==> config.mk <==
export PLATFORM = sky130hd
export DESIGN_NAME = sar_seq
export DESIGN_NICKNAME = d
export VERILOG_FILES = /design/src/rtl/sar_seq_pkg.sv /design/src/rtl/sar_phase_timer.sv /design/src/rtl/sar_bit_engine.sv /design/src/rtl/sar_result_bank.sv /design/src/rtl/sar_seq.sv
export SDC_FILE = /design/constraint.sdc
export NUM_CORES = 1
export LEC_CHECK = 0
export BUFFER_PORTS_ARGS = -buffer_cell sky130_fd_sc_hd__clkbuf_2
export CORE_ASPECT_RATIO = 2
export CORE_MARGIN = 2
export CORE_UTILIZATION = 54
export CTS_CLUSTER_DIAMETER = 40
export DETAILED_ROUTE_END_ITERATION = 6
export PLACE_DENSITY = 0.83
export RECOVER_POWER = 100
export SETUP_SLACK_MARGIN = 0.1
export SLEW_MARGIN = 5
export SYNTH_ARGS = -nofsm -noshare
export SYNTH_HDL_FRONTEND = slang
export SYNTH_SLANG_ARGS = --single-unit
==> constraint.sdc <==
create_clock -name clk -period 4.15 [get_ports clk]
set_clock_uncertainty 0.2 [all_clocks]
set_input_delay 0.83 -clock clk [delete_from_list [all_inputs] [get_ports clk]]
set_output_delay 0.83 -clock clk [all_outputs]
set_load 0.02 [all_outputs]
==> src/rtl/sar_seq_pkg.sv <==
package sar_seq_pkg;
  typedef enum logic [2:0] {
    PH_IDLE  = 3'd0,
    PH_INIT  = 3'd1,
    PH_XFER  = 3'd2,
    PH_FINAL = 3'd3,
    PH_RES   = 3'd4
  } phase_t;

  localparam int INIT_TICKS = 2;
  localparam int XFER_TICKS = 2;
  localparam int RES_EXTRA  = 2;   // end-of-conversion + store cycles
  localparam int FINAL_MAX  = 16;
endpackage

==> src/rtl/sar_phase_timer.sv <==
module sar_phase_timer
  import sar_seq_pkg::*;
#(
  parameter int NCH = 8,
  parameter int RW  = 10,
  parameter int CHW = $clog2(NCH),
  parameter int CW  = $clog2(((FINAL_MAX > RW + RES_EXTRA) ? FINAL_MAX : RW + RES_EXTRA) + 1)
) (
  input  logic           clk,
  input  logic           rst_n,
  input  logic           tick,
  input  logic           start,
  input  logic           res10_in,
  input  logic [1:0]     sts_in,
  input  logic           mode8_in,
  output phase_t         phase,
  output logic [CW-1:0]  step,
  output logic [CHW-1:0] chan,
  output logic           res10,
  output logic           store,
  output logic           seq_done
);
  phase_t         phase_q, phase_d;
  logic [CW-1:0]  cnt_q, cnt_d;
  logic [CHW-1:0] chan_q, chan_d;
  logic           done_q, done_d;
  logic           res10_q, res10_d;
  logic [1:0]     sts_q, sts_d;
  logic           mode8_q, mode8_d;

  logic [CW-1:0]  final_len;
  logic [CW-1:0]  res_len;
  logic [CHW-1:0] last_chan;
  logic           cnt_end;

  always_comb begin
    final_len = CW'(2) << sts_q;
    res_len   = res10_q ? CW'(RW + RES_EXTRA) : CW'(RW - 2 + RES_EXTRA);
    last_chan = mode8_q ? CHW'(NCH - 1) : CHW'(NCH / 2 - 1);
    case (phase_q)
      PH_INIT:  cnt_end = (cnt_q == CW'(INIT_TICKS - 1));
      PH_XFER:  cnt_end = (cnt_q == CW'(XFER_TICKS - 1));
      PH_FINAL: cnt_end = (cnt_q == final_len - CW'(1));
      PH_RES:   cnt_end = (cnt_q == res_len - CW'(1));
      default:  cnt_end = 1'b0;
    endcase
  end

  always_comb begin
    phase_d = phase_q;
    cnt_d   = cnt_q;
    chan_d  = chan_q;
    done_d  = done_q;
    res10_d = res10_q;
    sts_d   = sts_q;
    mode8_d = mode8_q;
    store   = 1'b0;
    if (start) begin
      phase_d = PH_INIT;
      cnt_d   = '0;
      chan_d  = '0;
      done_d  = 1'b0;
      res10_d = res10_in;
      sts_d   = sts_in;
      mode8_d = mode8_in;
    end else if (tick && phase_q != PH_IDLE) begin
      if (!cnt_end) begin
        cnt_d = cnt_q + CW'(1);
      end else begin
        cnt_d = '0;
        case (phase_q)
          PH_INIT:  phase_d = PH_XFER;
          PH_XFER:  phase_d = PH_FINAL;
          PH_FINAL: phase_d = PH_RES;
          PH_RES: begin
            store = 1'b1;
            if (chan_q == last_chan) begin
              phase_d = PH_IDLE;
              done_d  = 1'b1;
            end else begin
              phase_d = PH_INIT;
              chan_d  = chan_q + CHW'(1);
            end
          end
          default: phase_d = PH_IDLE;
        endcase
      end
    end
  end

  always_ff @(posedge clk or negedge rst_n) begin
    if (!rst_n) begin
      phase_q <= PH_IDLE;
      cnt_q   <= '0;
      chan_q  <= '0;
      done_q  <= 1'b0;
      res10_q <= 1'b0;
      sts_q   <= 2'b00;
      mode8_q <= 1'b0;
    end else begin
      phase_q <= phase_d;
      cnt_q   <= cnt_d;
      chan_q  <= chan_d;
      done_q  <= done_d;
      res10_q <= res10_d;
      sts_q   <= sts_d;
      mode8_q <= mode8_d;
    end
  end

  assign phase    = phase_q;
  assign step     = cnt_q;
  assign chan     = chan_q;
  assign res10    = res10_q;
  assign seq_done = done_q;
endmodule

==> src/rtl/sar_bit_engine.sv <==
module sar_bit_engine
  import sar_seq_pkg::*;
#(
  parameter int RW = 10,
  parameter int CW = 5
) (
  input  logic          clk,
  input  logic          rst_n,
  input  logic          tick,
  input  logic          start,
  input  phase_t        phase,
  input  logic [CW-1:0] step,
  input  logic          res10,
  input  logic          cmp_hi,
  output logic [RW-1:0] dac_code,
  output logic [RW-1:0] code
);
  logic [RW-1:0] sar_q, sar_d;
  logic [RW-1:0] trial_bit;
  logic [CW-1:0] nbits;
  logic          deciding;

  always_comb begin
    nbits     = res10 ? CW'(RW) : CW'(RW - 2);
    deciding  = (phase == PH_RES) && (step < nbits);
    trial_bit = {1'b1, {(RW-1){1'b0}}} >> step;
    dac_code  = deciding ? (sar_q | trial_bit) : sar_q;
    sar_d     = sar_q;
    if (start || (tick && phase == PH_INIT)) begin
      sar_d = '0;
    end else if (tick && deciding) begin
      sar_d = cmp_hi ? (sar_q | trial_bit) : (sar_q & ~trial_bit);
    end
  end

  always_ff @(posedge clk or negedge rst_n) begin
    if (!rst_n) sar_q <= '0;
    else        sar_q <= sar_d;
  end

  assign code = sar_q;
endmodule

==> src/rtl/sar_result_bank.sv <==
module sar_result_bank #(
  parameter int NCH = 8,
  parameter int RW  = 10,
  parameter int CHW = $clog2(NCH)
) (
  input  logic              clk,
  input  logic              rst_n,
  input  logic              start,
  input  logic              store,
  input  logic [CHW-1:0]    chan,
  input  logic [RW-1:0]     code,
  output logic [NCH*RW-1:0] result_flat,
  output logic [NCH-1:0]    ccf
);
  for (genvar c = 0; c < NCH; c++) begin : g_slot
    logic [RW-1:0] val_q, val_d;
    logic          flag_q, flag_d;
    logic          hit;

    always_comb begin
      hit    = store && (chan == CHW'(c));
      val_d  = hit ? code : val_q;
      flag_d = start ? 1'b0 : (hit ? 1'b1 : flag_q);
    end

    always_ff @(posedge clk or negedge rst_n) begin
      if (!rst_n) begin
        val_q  <= '0;
        flag_q <= 1'b0;
      end else begin
        val_q  <= val_d;
        flag_q <= flag_d;
      end
    end

    assign result_flat[c*RW +: RW] = val_q;
    assign ccf[c]                  = flag_q;
  end
endmodule

==> src/rtl/sar_seq.sv <==
module sar_seq
  import sar_seq_pkg::*;
#(
  parameter int NCH = 8,
  parameter int RW  = 10
) (
  input  logic              clk,
  input  logic              rst_n,
  input  logic              adc_ce,
  input  logic              start,
  input  logic              res10,
  input  logic [1:0]        sts,
  input  logic              mode8,
  input  logic              cmp_hi,
  output logic              ph_init,
  output logic              ph_xfer,
  output logic              ph_final,
  output logic              ph_resolve,
  output logic [2:0]        chan,
  output logic [RW-1:0]     dac_code,
  output logic [NCH*RW-1:0] result_flat,
  output logic [NCH-1:0]    ccf,
  output logic              seq_done
);
  localparam int CHW = $clog2(NCH);
  localparam int CW  = $clog2(((FINAL_MAX > RW + RES_EXTRA) ? FINAL_MAX : RW + RES_EXTRA) + 1);

  logic [1:0]     rst_pipe;
  logic           rst_sync_n;
  phase_t         phase;
  logic [CW-1:0]  step;
  logic [CHW-1:0] chan_i;
  logic           res10_q;
  logic           store;
  logic [RW-1:0]  code;

  always_ff @(posedge clk or negedge rst_n) begin
    if (!rst_n) rst_pipe <= 2'b00;
    else        rst_pipe <= {rst_pipe[0], 1'b1};
  end
  assign rst_sync_n = rst_pipe[1];

  sar_phase_timer #(.NCH(NCH), .RW(RW), .CHW(CHW), .CW(CW)) u_timer (
    .clk      (clk),
    .rst_n    (rst_sync_n),
    .tick     (adc_ce),
    .start    (start),
    .res10_in (res10),
    .sts_in   (sts),
    .mode8_in (mode8),
    .phase    (phase),
    .step     (step),
    .chan     (chan_i),
    .res10    (res10_q),
    .store    (store),
    .seq_done (seq_done)
  );

  sar_bit_engine #(.RW(RW), .CW(CW)) u_bits (
    .clk      (clk),
    .rst_n    (rst_sync_n),
    .tick     (adc_ce),
    .start    (start),
    .phase    (phase),
    .step     (step),
    .res10    (res10_q),
    .cmp_hi   (cmp_hi),
    .dac_code (dac_code),
    .code     (code)
  );

  sar_result_bank #(.NCH(NCH), .RW(RW), .CHW(CHW)) u_bank (
    .clk         (clk),
    .rst_n       (rst_sync_n),
    .start       (start),
    .store       (store),
    .chan        (chan_i),
    .code        (code),
    .result_flat (result_flat),
    .ccf         (ccf)
  );

  assign ph_init    = (phase == PH_INIT);
  assign ph_xfer    = (phase == PH_XFER);
  assign ph_final   = (phase == PH_FINAL);
  assign ph_resolve = (phase == PH_RES);
  assign chan       = 3'(chan_i);
endmodule

[Yosys cells after proc, flatten, opt, wreduce, memory -nomap -nowiden]
Cells that the tools add are included.
Cells by class
  reductions and logical operators: 32
  equality and inequality tests: 16
  $add $sub $neg: 4
  bitwise operators: 3
  shift-type cells: 2
  multiplexer cells: 46
  magnitude comparators: 1
Operators with widths (number)
  10-bit 2-to-1 mux: 4
  3-bit 2-to-1 mux: 10
  1-bit 2-to-1 mux: 26
  2-bit nonzero test: 13
  3-bit == test (second input constant): 5
  5-bit 2-to-1 mux: 3
  3-bit by 2-bit == test with 1-bit output (second input constant): 4
  1-bit logical AND: 12
  3-bit one-hot mux with 4 select lines: 1
  10-bit AND: 1
  5-bit == test: 2
  10-bit NOT: 1
  10-bit OR: 1
  10-bit by 5-bit >> shifter with 10-bit output (first input constant): 1
  5-bit by 1-bit subtractor with 5-bit output (second input constant): 2
  4-bit AND reduction: 2
  3-bit by 1-bit == test with 1-bit output (second input constant): 2
  5-bit by 1-bit adder with 5-bit output (second input constant): 1
  5-bit by 1-bit == test with 1-bit output (second input constant): 1
  5-bit < comparator: 1
  2-bit by 2-bit << shifter with 5-bit output (first input constant): 1
  3-bit by 1-bit adder with 3-bit output (second input constant): 1
  3-bit == test: 1
  3-bit zero test: 1
  7 further kinds: 7
Storage, ports and cells
  register bits after elaboration: 116
  logic and storage cells: 129

[Depth between registers and ports, before layout]
  depth in word-level cells: 10
  mapped depth: 9

[Cells and area by module]
From an unflattened synthesis, not the netlist that was laid out.
Second synthesis, totals
  cells, all modules: 386
  area, all modules: 5251.3 um2
By module, submodules not included
  sar_result_bank: instances 1, seq. area each 2202.1 um2, cells an instance 206, area each 3455.8 um2
  sar_phase_timer: instances 1, seq. area each 400.4 um2, cells an instance 102, area each 997.2 um2
  sar_bit_engine: instances 1, seq. area each 250.2 um2, cells an instance 71, area each 711.9 um2
  sar_seq: instances 1, seq. area each 50.0 um2, cells an instance 7, area each 86.3 um2

[Worst setup path after synthesis]
OpenSTA, ideal clock, no wires.
  path type: register to output
  from: register u_timer.cnt_q[2] (netlist: u_timer.step[2])
  to: output port dac_code[2]
  stages on the path, launching flop included: 6
  buffers on the path: 2
  required time: 3.120 ns
  arrival: 1.876 ns
  setup slack: 1.244 ns
  cell sequence: dfrtp_1 clkbuf_1 or3b_2 a211oi_1 buf_2 a31o_2
On the way
  word-level cells in the longest chain between the ends: 3
RTL lines
  from (decl): line sar_phase_timer.sv:24  | logic [CW-1:0] cnt_q, cnt_d;
  from (signal assigned): line sar_phase_timer.sv:102  | cnt_q <= cnt_d;
  10-bit by 5-bit >> shifter with 10-bit output / 5-bit < comparator (equally long branches): line sar_bit_engine.sv:26, sar_bit_engine.sv:25
  10-bit OR / 1-bit logical AND (equally long branches): line sar_bit_engine.sv:27, sar_bit_engine.sv:25
  10-bit 2-to-1 mux *: line sar_bit_engine.sv:27  | dac_code = deciding ? (sar_q | trial_bit) : sar_q;
  to (decl): line sar_seq.sv:20  | output logic [RW-1:0] dac_code,
Every way passes the cells marked *; elsewhere a longest branch is shown, timed or not.

[Final worst setup path]
  from: register u_timer.cnt_q[1] (netlist: u_timer.step[1])
  to: output port dac_code[1]
Same word-level chain as after synthesis.

==> results.md <==
- The count of buffers added on input and output ports is 114.
- Global routing used 26.3% of the available tracks across all layers.
- The flow ran to the end, but the final reports show violations.
- The number of antenna violations at the first check in global routing is 0.
- Measured along the y axis, the die boundary spans 143 microns.
- The shortest period the worst path allows is 3.63 ns.
- The maximum clock frequency is 275 MHz.
- Setup repair after global routing left no endpoint under its margin.
- The reg-to-reg startpoint is u_timer.phase[0].
- The detailed-placement wirelength estimate is 8.90 mm.
- The proportion of register bits with asynchronous set or reset after synthesis is 100%.
- The max-slew violation count is 61.
- The width of the chip is 73.5 microns.
- The count of cells in the finished layout, fillers not included, comes to 626.
- The slew at the pin with the worst max-slew slack is 2.45 ns.
- Ranked by instance count, the synthesized netlist is headed by sky130_fd_sc_hd__dfrtp_1, sky130_fd_sc_hd__mux2_2, sky130_fd_sc_hd__clkbuf_1.
- STA classifies the critical path startpoint as a flop.
- The synthesized design contains 0 enable-type register cells.
- The worst slew margin relative to its limit is -63.6%.
- The area growth from synthesis to layout is 18.3%.
- The number of global-route vias before repair is 3,778.
- The first routing iteration left 252 violations.
- The aggregate global routing overflow is 0.
- For the worst setup path, the data arrival time is 2.60 ns.
- For the worst-skew pair, the clock arrives at the later sink with an insertion delay of 0.42 ns.
- The fraction of the cycle the final worst path needs is 87.5%.
- The kind of path behind the tightest hold check is flop to flop.
- The hold violation total from the final report came to 0.
- The area of all placed cells without fillers is 0.00616 sq mm.
- The floorplan die area is 0.0105 sq mm.
- The count of max-cap constraint violations is 1.
- The worst setup path is captured at an output pin.
- Tracing the worst setup path back leads to its startpoint at u_timer.step[1].
- In this run the worst path has a maximum fanout of 14.
- The top cell type's share of synthesized area is 55.7%.
- The number of endpoints failing setup at the final stage is 0.
- Cells with a size suffix above 1 make up 23.8% of the layout.
- The worst setup path is of the flop to output pin kind.
- In the synthesized netlist the dominant register cell turns out to be sky130_fd_sc_hd__dfrtp_1.
- In this run the core area contains 50 standard-cell rows.
- The worst hold margin is 0.158 ns.
- TritonCTS built the clock tree.
- CTS saw 116 sinks.
- The initial standard-cell utilization of the core is 55.5%.
- The clock transition at the register clock pins on the worst setup and hold paths after CTS is 0.05 ns.
- Setup slack on the worst reg-to-reg path comes out at 0.81 ns.
- The area of the core region is 0.00938 sq mm.
- The final reports fail on max-capacitance violations, max-slew violations.
- At the placement stage, the worst setup path has a slack of 0.827 ns.
- The placed instances occupy a cell area of 0.00571 sq mm.
- The number of distinct library cells after synthesis is 47.
- For this run, the number of Yosys warnings is 0.
- In this run the power density over the cells is 453 mW/mm^2.
- The detail-routed net length per standard cell is 20.5 microns.
- Cells fill 65.7% of the core in the end.
- In the routed layout, each cell is associated on average with a via count of 5.90.
- The total via count in the routed design is 3,692.
- Entering global routing, the biggest net connects 61 pins.
- Data on the critical path is required at its endpoint by 3.12 ns.
- The overall power is 2.79 mW.
- The start point of the worst hold path is rst_pipe[0].
- Yosys attributes the largest share of cell area to sky130_fd_sc_hd__dfrtp_1, sky130_fd_sc_hd__mux2_2, sky130_fd_sc_hd__ha_1, sky130_fd_sc_hd__mux2i_1, sky130_fd_sc_hd__buf_4.
- The register bit count reported by yosys is 116.
- The root buffer cell chosen for the clock tree is sky130_fd_sc_hd__clkbuf_16.
- The net count of the finished layout is 530.
- The antenna diode instance count is 0.
- The largest voltage drop on the vdd net is 0.303 mV.
- The cell total after placement is 593.
- Dividing the synthesized area by the synthesized cell count gives 12.6 sq um.
- The residual antenna-violating net count after detailed routing is 0.
- The synthesized netlist net count is 433.
- The first TritonRoute pass finished after 4 iterations.
- The largest area contributor in the netlist is sky130_fd_sc_hd__dfrtp_1.
- The total negative setup slack is 0 ns.
- The final routed wirelength across all metal layers is 12.8 mm.
- After layout, the worst setup slack is 0.520 ns.
- The number of top-level design ports is 115.
- The first global-routing pass estimated 20.4 mm of wire.
- TritonCTS created 17 clock buffers.
- The mapped netlist covers 0.00521 sq mm.
- Post-CTS repair changed the size of 0 cells.
- The deepest clock path buffer count is 2.
- The proportion of synthesized chip area in sequential cells is 55.7%.
- The count of H-tree levels built during CTS is 4.
- The final estimated routing congestion in global placement is 0.973.
- After technology mapping, the gate count stands at 412.
- The leading cell type by number of instances after synthesis is sky130_fd_sc_hd__dfrtp_1.
- The DRC violation count after routing is 0.
- The leakage dissipation is 3.06 nW.
==> critical path: stages, from the launching register on <==
cell and delay (ns):
sky130_fd_sc_hd__dfrtp_1 0.48, sky130_fd_sc_hd__or3b_2 0.50, sky130_fd_sc_hd__a211oi_1 0.23, sky130_fd_sc_hd__clkbuf_1 0.46
sky130_fd_sc_hd__a31o_2 0.27, sky130_fd_sc_hd__clkbuf_1 0.23
==> final timing paths <==
kind                                              to  cells past startpoint
min in group asynchronous                rst_pipe[0]                      2
hold reg to reg                          rst_pipe[1]                      0
hold / removal                           rst_pipe[1]                      0
setup / recovery                         dac_code[1]                      5
setup reg to reg           u_bank.g_slot[2].val_q[8]                      6
max in group asynchronous            u_timer.step[0]                      1
==> sequential cells by signal, summed over array words and instances (netlist names) <==
signal                flops
u_bank.g_slot.val_q      80
u_bits.code              10
u_bank.g_slot.flag_q      8
u_timer.step              5
u_timer.chan              3
u_timer.phase             3
rst_pipe                  2
u_timer.sts_q             2
u_timer.mode8_q           1
u_timer.res10             1
u_timer.seq_done          1
==> layout make-up <==
| class | instances | area [sq um] |
|---|---|---|
| fillers | 732 | 3220 |
| flip-flops and latches | 116 | 2900 |
| multi-input cells | 238 | 1980 |
| clock buffers | 23 | 478 |
| repair buffers | 119 | 464 |
| clock inverters | 9 | 149 |
| well taps | 104 | 130 |
| inverters | 17 | 63.8 |
==> logic make-up after synthesis <==
logic type | Yosys count | synth area share (%)
muxes | 98 | 21.4
AOI/OAI and AO/OA | 49 | 6.15
and+or+nand+nor | 77 | 7.90
adders and majority gates | 12 | 2.88
DFF | 116 | 55.7
xor gates and xnor gates | 1 | 0.168
other | 1 | 0.0720
buffers and inverters | 58 | 5.72
==> per-layer routing <==
layer	global-route usage (%)	routed length, microns	vias to the layer above	share of wire (%)
li1	-	-	1634	-
met3	7.13	599	22	4.7
met4	9.76	254	0	2.0
met2	46.1	7270	150	57
met1	29.8	4720	1886	37
met5	0	0	-	0
==> power breakdown <==
| group | switching (mW) | internal [mW] |
|---|---|---|
| logic | 0.0575 | 0.0269 |
| registers | 0.0232 | 1.14 |
| clock network | 0.493 | 1.05 |
==> layout by cell type (no fill, tap or decap), types with 2 or more instances in the layout <==
master and n:
sky130_fd_sc_hd__and3_1 2, sky130_fd_sc_hd__mux2_2 81, sky130_fd_sc_hd__a31o_2 4, sky130_fd_sc_hd__nand4_1 13
sky130_fd_sc_hd__mux2_1 4, sky130_fd_sc_hd__nand2_1 12, sky130_fd_sc_hd__or3_1 2, sky130_fd_sc_hd__nor2b_1 2
sky130_fd_sc_hd__a21o_1 6, sky130_fd_sc_hd__nand3_1 10, sky130_fd_sc_hd__nor3b_1 2, sky130_fd_sc_hd__o31ai_1 3
sky130_fd_sc_hd__ha_1 12, sky130_fd_sc_hd__o21ai_0 14, sky130_fd_sc_hd__clkbuf_16 17, sky130_fd_sc_hd__clkinv_2 4
sky130_fd_sc_hd__clkbuf_1 112, sky130_fd_sc_hd__clkbuf_8 3, sky130_fd_sc_hd__and2_1 2, sky130_fd_sc_hd__bufinv_16 4
sky130_fd_sc_hd__nor4_1 2, sky130_fd_sc_hd__o211ai_1 2, sky130_fd_sc_hd__inv_1 17, sky130_fd_sc_hd__mux2i_1 13
sky130_fd_sc_hd__nor3_1 4, sky130_fd_sc_hd__dfrtp_1 116, sky130_fd_sc_hd__clkbuf_2 9, sky130_fd_sc_hd__nor2_1 17
sky130_fd_sc_hd__nand2b_1 2, sky130_fd_sc_hd__a211oi_1 3, sky130_fd_sc_hd__a21oi_1 11
==> timing repair <==
item                                   CTS  global route
buffers inserted                         0             0
hold buffers                             1             0
endpoints found under the hold margin    2             0
(Power assumes the default switching activity.)
